[src/rtl/bcopy_pkg.sv]
package bcopy_pkg;
  typedef enum logic [1:0] {ST_IDLE, ST_RD, ST_WR} bc_state_t;

  localparam int FL_C  = 0;
  localparam int FL_N  = 1;
  localparam int FL_PV = 2;
  localparam int FL_H  = 4;
  localparam int FL_Z  = 6;
  localparam int FL_S  = 7;
  localparam logic [7:0] FL_KEEP_MASK =
    ~((8'd1 << FL_N) | (8'd1 << FL_PV) | (8'd1 << FL_H));

  localparam int MC_REPEAT = 5;
  localparam int MC_FINAL  = 4;
  localparam int TS_REPEAT = 21;
  localparam int TS_FINAL  = 16;
endpackage

[src/rtl/bcopy_ptr.sv]
module bcopy_ptr #(
  parameter int W = 16
) (
  input  logic         clk,
  input  logic         rst_n,
  input  logic         load,
  input  logic [W-1:0] load_val,
  input  logic         step,
  input  logic         down,
  output logic [W-1:0] q
);
  always_ff @(posedge clk or negedge rst_n) begin
    if (!rst_n)     q <= '0;
    else if (load)  q <= load_val;
    else if (step)  q <= down ? q - W'(1) : q + W'(1);
  end
endmodule

[src/rtl/bcopy_cost.sv]
module bcopy_cost
  import bcopy_pkg::*;
#(
  parameter int MW = 20,
  parameter int TW = 24
) (
  input  logic          clk,
  input  logic          rst_n,
  input  logic          clr,
  input  logic          add,
  input  logic          final_step,
  output logic [MW-1:0] mc,
  output logic [TW-1:0] ts
);
  logic [MW-1:0] mc_inc;
  logic [TW-1:0] ts_inc;

  always_comb begin
    mc_inc = final_step ? MW'(MC_FINAL) : MW'(MC_REPEAT);
    ts_inc = final_step ? TW'(TS_FINAL) : TW'(TS_REPEAT);
  end

  always_ff @(posedge clk or negedge rst_n) begin
    if (!rst_n) begin
      mc <= '0;
      ts <= '0;
    end else if (clr) begin
      mc <= '0;
      ts <= '0;
    end else if (add) begin
      mc <= mc + mc_inc;
      ts <= ts + ts_inc;
    end
  end
endmodule

[src/rtl/bcopy_ctrl.sv]
module bcopy_ctrl
  import bcopy_pkg::*;
(
  input  logic clk,
  input  logic rst_n,
  input  logic start,
  input  logic last,
  output logic load,
  output logic rd_phase,
  output logic wr_phase,
  output logic busy,
  output logic done
);
  bc_state_t st_q, st_d;

  always_comb begin
    load     = start && (st_q == ST_IDLE);
    rd_phase = (st_q == ST_RD);
    wr_phase = (st_q == ST_WR);
    busy     = (st_q != ST_IDLE);
    st_d     = st_q;
    unique case (st_q)
      ST_IDLE: if (start) st_d = ST_RD;
      ST_RD:   st_d = ST_WR;
      ST_WR:   st_d = last ? ST_IDLE : ST_RD;
      default: st_d = ST_IDLE;
    endcase
  end

  always_ff @(posedge clk or negedge rst_n) begin
    if (!rst_n) begin
      st_q <= ST_IDLE;
      done <= 1'b0;
    end else begin
      st_q <= st_d;
      done <= wr_phase && last;
    end
  end
endmodule

[src/rtl/blkcopy_engine.sv]
module blkcopy_engine
  import bcopy_pkg::*;
#(
  parameter int AW = 16,
  parameter int CW = 16,
  parameter int DW = 8,
  parameter int MW = 20,
  parameter int TW = 24
) (
  input  logic          clk,
  input  logic          rst_n,
  input  logic          start,
  input  logic          dir_down,
  input  logic [AW-1:0] src_init,
  input  logic [AW-1:0] dst_init,
  input  logic [CW-1:0] cnt_init,
  input  logic [7:0]    flags_in,
  output logic          mem_req,
  output logic          mem_we,
  output logic [AW-1:0] mem_addr,
  output logic [DW-1:0] mem_wdata,
  input  logic [DW-1:0] mem_rdata,
  output logic          busy,
  output logic          done,
  output logic [AW-1:0] src_ptr,
  output logic [AW-1:0] dst_ptr,
  output logic [CW-1:0] cnt_out,
  output logic [7:0]    flags_out,
  output logic [MW-1:0] mcyc_total,
  output logic [TW-1:0] tst_total
);
  localparam int NPTR = 2;

  logic load, rd_phase, wr_phase, last;
  logic dir_q;
  logic [AW-1:0] ptr_init [NPTR];
  logic [AW-1:0] ptr_q    [NPTR];

  assign ptr_init[0] = src_init;
  assign ptr_init[1] = dst_init;
  assign src_ptr     = ptr_q[0];
  assign dst_ptr     = ptr_q[1];

  bcopy_ctrl u_ctrl (
    .clk(clk), .rst_n(rst_n), .start(start), .last(last),
    .load(load), .rd_phase(rd_phase), .wr_phase(wr_phase),
    .busy(busy), .done(done)
  );

  for (genvar g = 0; g < NPTR; g++) begin : g_ptr
    bcopy_ptr #(.W(AW)) u_ptr (
      .clk(clk), .rst_n(rst_n), .load(load), .load_val(ptr_init[g]),
      .step(wr_phase), .down(dir_q), .q(ptr_q[g])
    );
  end

  // count only ever steps down; a zero start wraps on the first step
  bcopy_ptr #(.W(CW)) u_cnt (
    .clk(clk), .rst_n(rst_n), .load(load), .load_val(cnt_init),
    .step(wr_phase), .down(1'b1), .q(cnt_out)
  );
  assign last = (cnt_out == CW'(1));

  bcopy_cost #(.MW(MW), .TW(TW)) u_cost (
    .clk(clk), .rst_n(rst_n), .clr(load), .add(wr_phase),
    .final_step(last), .mc(mcyc_total), .ts(tst_total)
  );

  always_ff @(posedge clk or negedge rst_n) begin
    if (!rst_n) begin
      dir_q     <= 1'b0;
      flags_out <= '0;
    end else if (load) begin
      dir_q     <= dir_down;
      flags_out <= flags_in;
    end else if (wr_phase && last) begin
      flags_out <= flags_out & FL_KEEP_MASK;
    end
  end

  always_comb begin
    mem_req   = rd_phase || wr_phase;
    mem_we    = wr_phase;
    mem_addr  = wr_phase ? ptr_q[1] : ptr_q[0];
    mem_wdata = mem_rdata;
  end
endmodule

[config.mk]
export PLATFORM = sky130hd
export DESIGN_NAME = blkcopy_engine
export DESIGN_NICKNAME = d
export VERILOG_FILES = /design/src/rtl/bcopy_pkg.sv /design/src/rtl/bcopy_ptr.sv /design/src/rtl/bcopy_cost.sv /design/src/rtl/bcopy_ctrl.sv /design/src/rtl/blkcopy_engine.sv
export SDC_FILE = /design/constraint.sdc
export NUM_CORES = 1
export LEC_CHECK = 0
export BUFFER_PORTS_ARGS = -buffer_cell sky130_fd_sc_hd__buf_2
export CAP_MARGIN = 25
export CORE_UTILIZATION = 57
export DETAILED_ROUTE_END_ITERATION = 8
export MAX_ROUTING_LAYER = met4
export PLACE_DENSITY = 0.87
export SYNTH_ARGS = -nofsm -noshare
export SYNTH_HDL_FRONTEND = slang
export SYNTH_SLANG_ARGS = --single-unit
[constraint.sdc]
create_clock -name clk -period 7.2 [get_ports clk]
set_input_delay 0.36 -clock clk [delete_from_list [all_inputs] [get_ports clk]]
set_output_delay 0.36 -clock clk [all_outputs]
set_load 0.02 [all_outputs]
==> flow_summary_export.csv <==
group,metric,value,unit
floorplanning,core,11000,µm²
power_and_ir_drop,power.density,503,nW/µm²
clocking,clk_pin_slew,70,ps
critical_path,critPathArrivalTime,3420,ps
global_route,grt_max_degree,89,
global_route,gr-total-overflow,0,
yosys,synth_top_area_share,39.8,%
yosys,ys.warnings.count,0,
placed_design,place_congestion,0.912,
cells_and_area,area_delta_synth_final,18.9,%
placed_design,numPortBuffers,179,
power_and_ir_drop,p_sw_share,49.3,%
floorplanning,rows,38,
flow_run,drv_cap,0,
critical_path,critPathBufInv,0,
cells_and_area,nFillCells,886,
critical_path,endpoint_kind,"flip-flop",
global_route,antenna_found_initial,2,
detailed_routing,viasPerCell,5.72,
clocking,cts_tree,"yes",
detailed_routing,final_antenna_net_count,0,
yosys,yosysSeqAreaShare,39.8,%
cells_and_area,multi_input_area,3710,µm²
clocking,numCtsBuffers,9,
timing,min_period,3210,ps
yosys,ys_ff_latch,104,
critical_path,required,7410,ps
timing,period_share,44.6,%
clocking,h-tree-depth,3,
detailed_routing,vias,5964,
cells_and_area,final_cell_mix,"buf_2 (178), nand2_1 (108), dfrtp_1 (104), nor2_1 (74), o21ai_0 (53)",
power_and_ir_drop,p_clk_share,12.2,%
power_and_ir_drop,power_frac_seq,25.9,%
cells_and_area,fin_nets,1005,
cells_and_area,final_common_cell,"buf_2",
timing,skew,7.88,ps
run_status,outcome,"finished, final reports clean",
placed_design,dp_hpwl,12100,µm
floorplanning,start_util,59.3,%
global_route,grt_first_pass_wirelength,26700,µm
yosys,synth_ff_type,"dfrtp_1",
critical_path,start_kind,"flip-flop",
clocking,clock_path_buffers,2,
clocking,cts.sinks,104,
timing,rsz0062_at_grt,"false",
critical_path,crit_path_max_fanout,7,
detailed_routing,drc,0,
timing,finalSetupViolCount,0,
yosys,syn-num-nets,847,
yosys,synth_area_leader_cell,"dfrtp_1",
floorplanning,die_w,109,µm
power_and_ir_drop,p_int,1.99,mW
cells_and_area,drive_gt1_share,25.0,%
timing,slew_headroom,43.2,%
critical_path,setup.worst_path.class,"reg2reg",
timing,tightest_slew,852,ps
floorplanning,ios,196,
yosys,syn_inst,738,
power_and_ir_drop,power,3.91,mW
critical_path,critPathMaxStageDelay,600,ps
clocking,post_cts_buffers,0,
power_and_ir_drop,irDropWorstVdd,0.330,mV
clocking,insertion_delay,350,ps
timing,finalHoldViolCount,0,
cells_and_area,seqCellArea,2600,µm²
yosys,async_flop_share,100,%
detailed_routing,routedWlPerCell,15.9,µm
clocking,clock-root-buffer,"clkbuf_16",
global_route,grt_pass1_vias,5574,
detailed_routing,wl,16600,µm
floorplanning,die_h,109,µm
timing,slew_violations,0,
global_route,track_usage,29.7,%
critical_path,crit_chain,"or4_4 -> nor3_4 -> nand3_1 -> ha_1 -> a31o_2 -> a21oi_1 -> nor3_1 -> nand4_1 -> xor2_1 -> nor2_1",
timing,clock.fmax,311,MHz
yosys,synth_cell_types,57,
min_path,min_path_type,"in2reg",
critical_path,cp_slowest_cell,"or4_4",
detailed_routing,first_pass_iters,5,
critical_path,critPathTopFamily,"simple AND/OR/NAND/NOR gates",
yosys,synth_area,6550,µm²
yosys,synth-edff-count,0,
power_and_ir_drop,leakage,3.87,nW
yosys,synthTopCellsByArea,"dfrtp_1 (40%), ha_1 (7.5%), nand2_1 (6.2%)",
detailed_routing,dr.first_iter.drc_count,383,
power_and_ir_drop,switchingPower,1.93,mW
timing,tns,0,ps
yosys,syn_area_per_cell,8.87,µm²
power_and_ir_drop,comb_power_share,61.9,%
floorplanning,die-area,11900,µm²
[final cells by class]
class,count,area share [%]
Antenna cell,2,0.0643
Tap cell,140,2.25
Inverter,16,0.772
Timing Repair Buffer,185,12.2
Clock buffer,10,2.94
Sequential cell,104,33.4
Clock inverter,6,0.675
Multi-Input combinational cell,580,47.7
[metal layers]
layer / part of all wire (%) / vias to the layer above / global-route usage [%]
met4: 2.7 / 0 / 11.0
met5: 0 / - / -
met3: 7.4 / 34 / 5.92
met1: 41 / 2830 / 36.1
met2: 49 / 222 / 48.7
li1: - / 2878 / -
[worst reg2reg max path, delay by kind of cell (launching register included)]
| family | cells | cell delay (ps) |
|---|---|---|
| DFF | 1 | 440 |
| adders and majority gates | 1 | 380 |
| and+or+nand+nor | 6 | 1410 |
| AOI/OAI and AO/OA | 2 | 660 |
| xor gates and xnor gates | 1 | 180 |
[cells by family (layout without fill, tap and decap cells)]
family	Yosys count	after routing	synth area share (%)
fa+ha+maj	41	41	8.07
simple gates	276	276	19.4
compound gates	156	156	14.0
flops	104	104	39.8
mux	34	34	5.43
buf+inv	54	217	3.61
xor+xnor	73	73	9.77
other cells	0	2	0
[synth_stat cells (all sizes together), types with 3 or more instances]
| library cell | n |
|---|---|
| and2 | 4 |
| nor3 | 8 |
| mux2i | 22 |
| ha | 39 |
| and3 | 11 |
| nor4 | 3 |
| buf | 14 |
| o21ai | 62 |
| xor2 | 39 |
| a31oi | 9 |
| xnor2 | 34 |
| nand2 | 110 |
| a21oi | 45 |
| nand4 | 12 |
| dfrtp | 104 |
| a211oi | 3 |
| a21o | 14 |
| nor2b | 4 |
| nand3 | 28 |
| or3 | 9 |
| clkbuf | 24 |
| nor2 | 75 |
| or4 | 6 |
| inv | 16 |
| o21a | 4 |
| mux2 | 12 |
[through the flow]
step	utilization (%)	cells	setup WS (ps)	cell area (µm²)	hold slack (ps)
2_1_floorplan	-	738	4330	6550	64.4
3_3_place_gp	67.9	1024	4110	7490	362
3_5_place_dp	67.9	1024	3920	7490	363
4_1_cts	70.5	1041	3920	7780	190
5_1_grt	70.6	1043	3740	7780	201
6_report	70.6	1043	3990	7780	198
[what timing repair did]
action | CTS | global route
gates resized for setup | 0 | 0
hold endpoints to repair | 37 | 0
setup endpoints to repair | 0 | 0
hold buffers | 1 | 0
[state kept, by name (all words and copies together), names as in the netlist]
name	cells
u_ctrl.st_q	2
g_ptr.u_ptr.q	32
flags_out	8
u_cost.ts	24
u_cnt.q	16
dir_q	1
u_cost.mc	20
u_ctrl.done	1
[power groups by stage]
stage	Sequential (mW)	Combinational (mW)	Clock, mW
floorplan	1.20	1.59	0
global placement	1.01	2.35	0
detailed placement	1.02	2.41	0
CTS	1.01	2.42	0.487
global route	1.04	2.69	0.509
finish	1.01	2.42	0.477
[path summary, 6_finish.rpt]
check | start | end | slack (ps) | depth (start not counted)
min in group asynchronous | rst_n | g_ptr[0].u_ptr.q[11] | 510 | 2
worst min-delay path | flags_in[7] | flags_out[7] | 200 | 3
worst max register to register | u_cnt.q[4] | u_cost.ts[23] | 3990 | 10
max in group asynchronous | rst_n | u_cost.ts[13] | 5490 | 3
worst max-delay path | u_cnt.q[4] | u_cost.ts[23] | 3990 | 10
worst min register to register | flags_out[0] | flags_out[0] | 480 | 2
(Power assumes the default switching activity.)
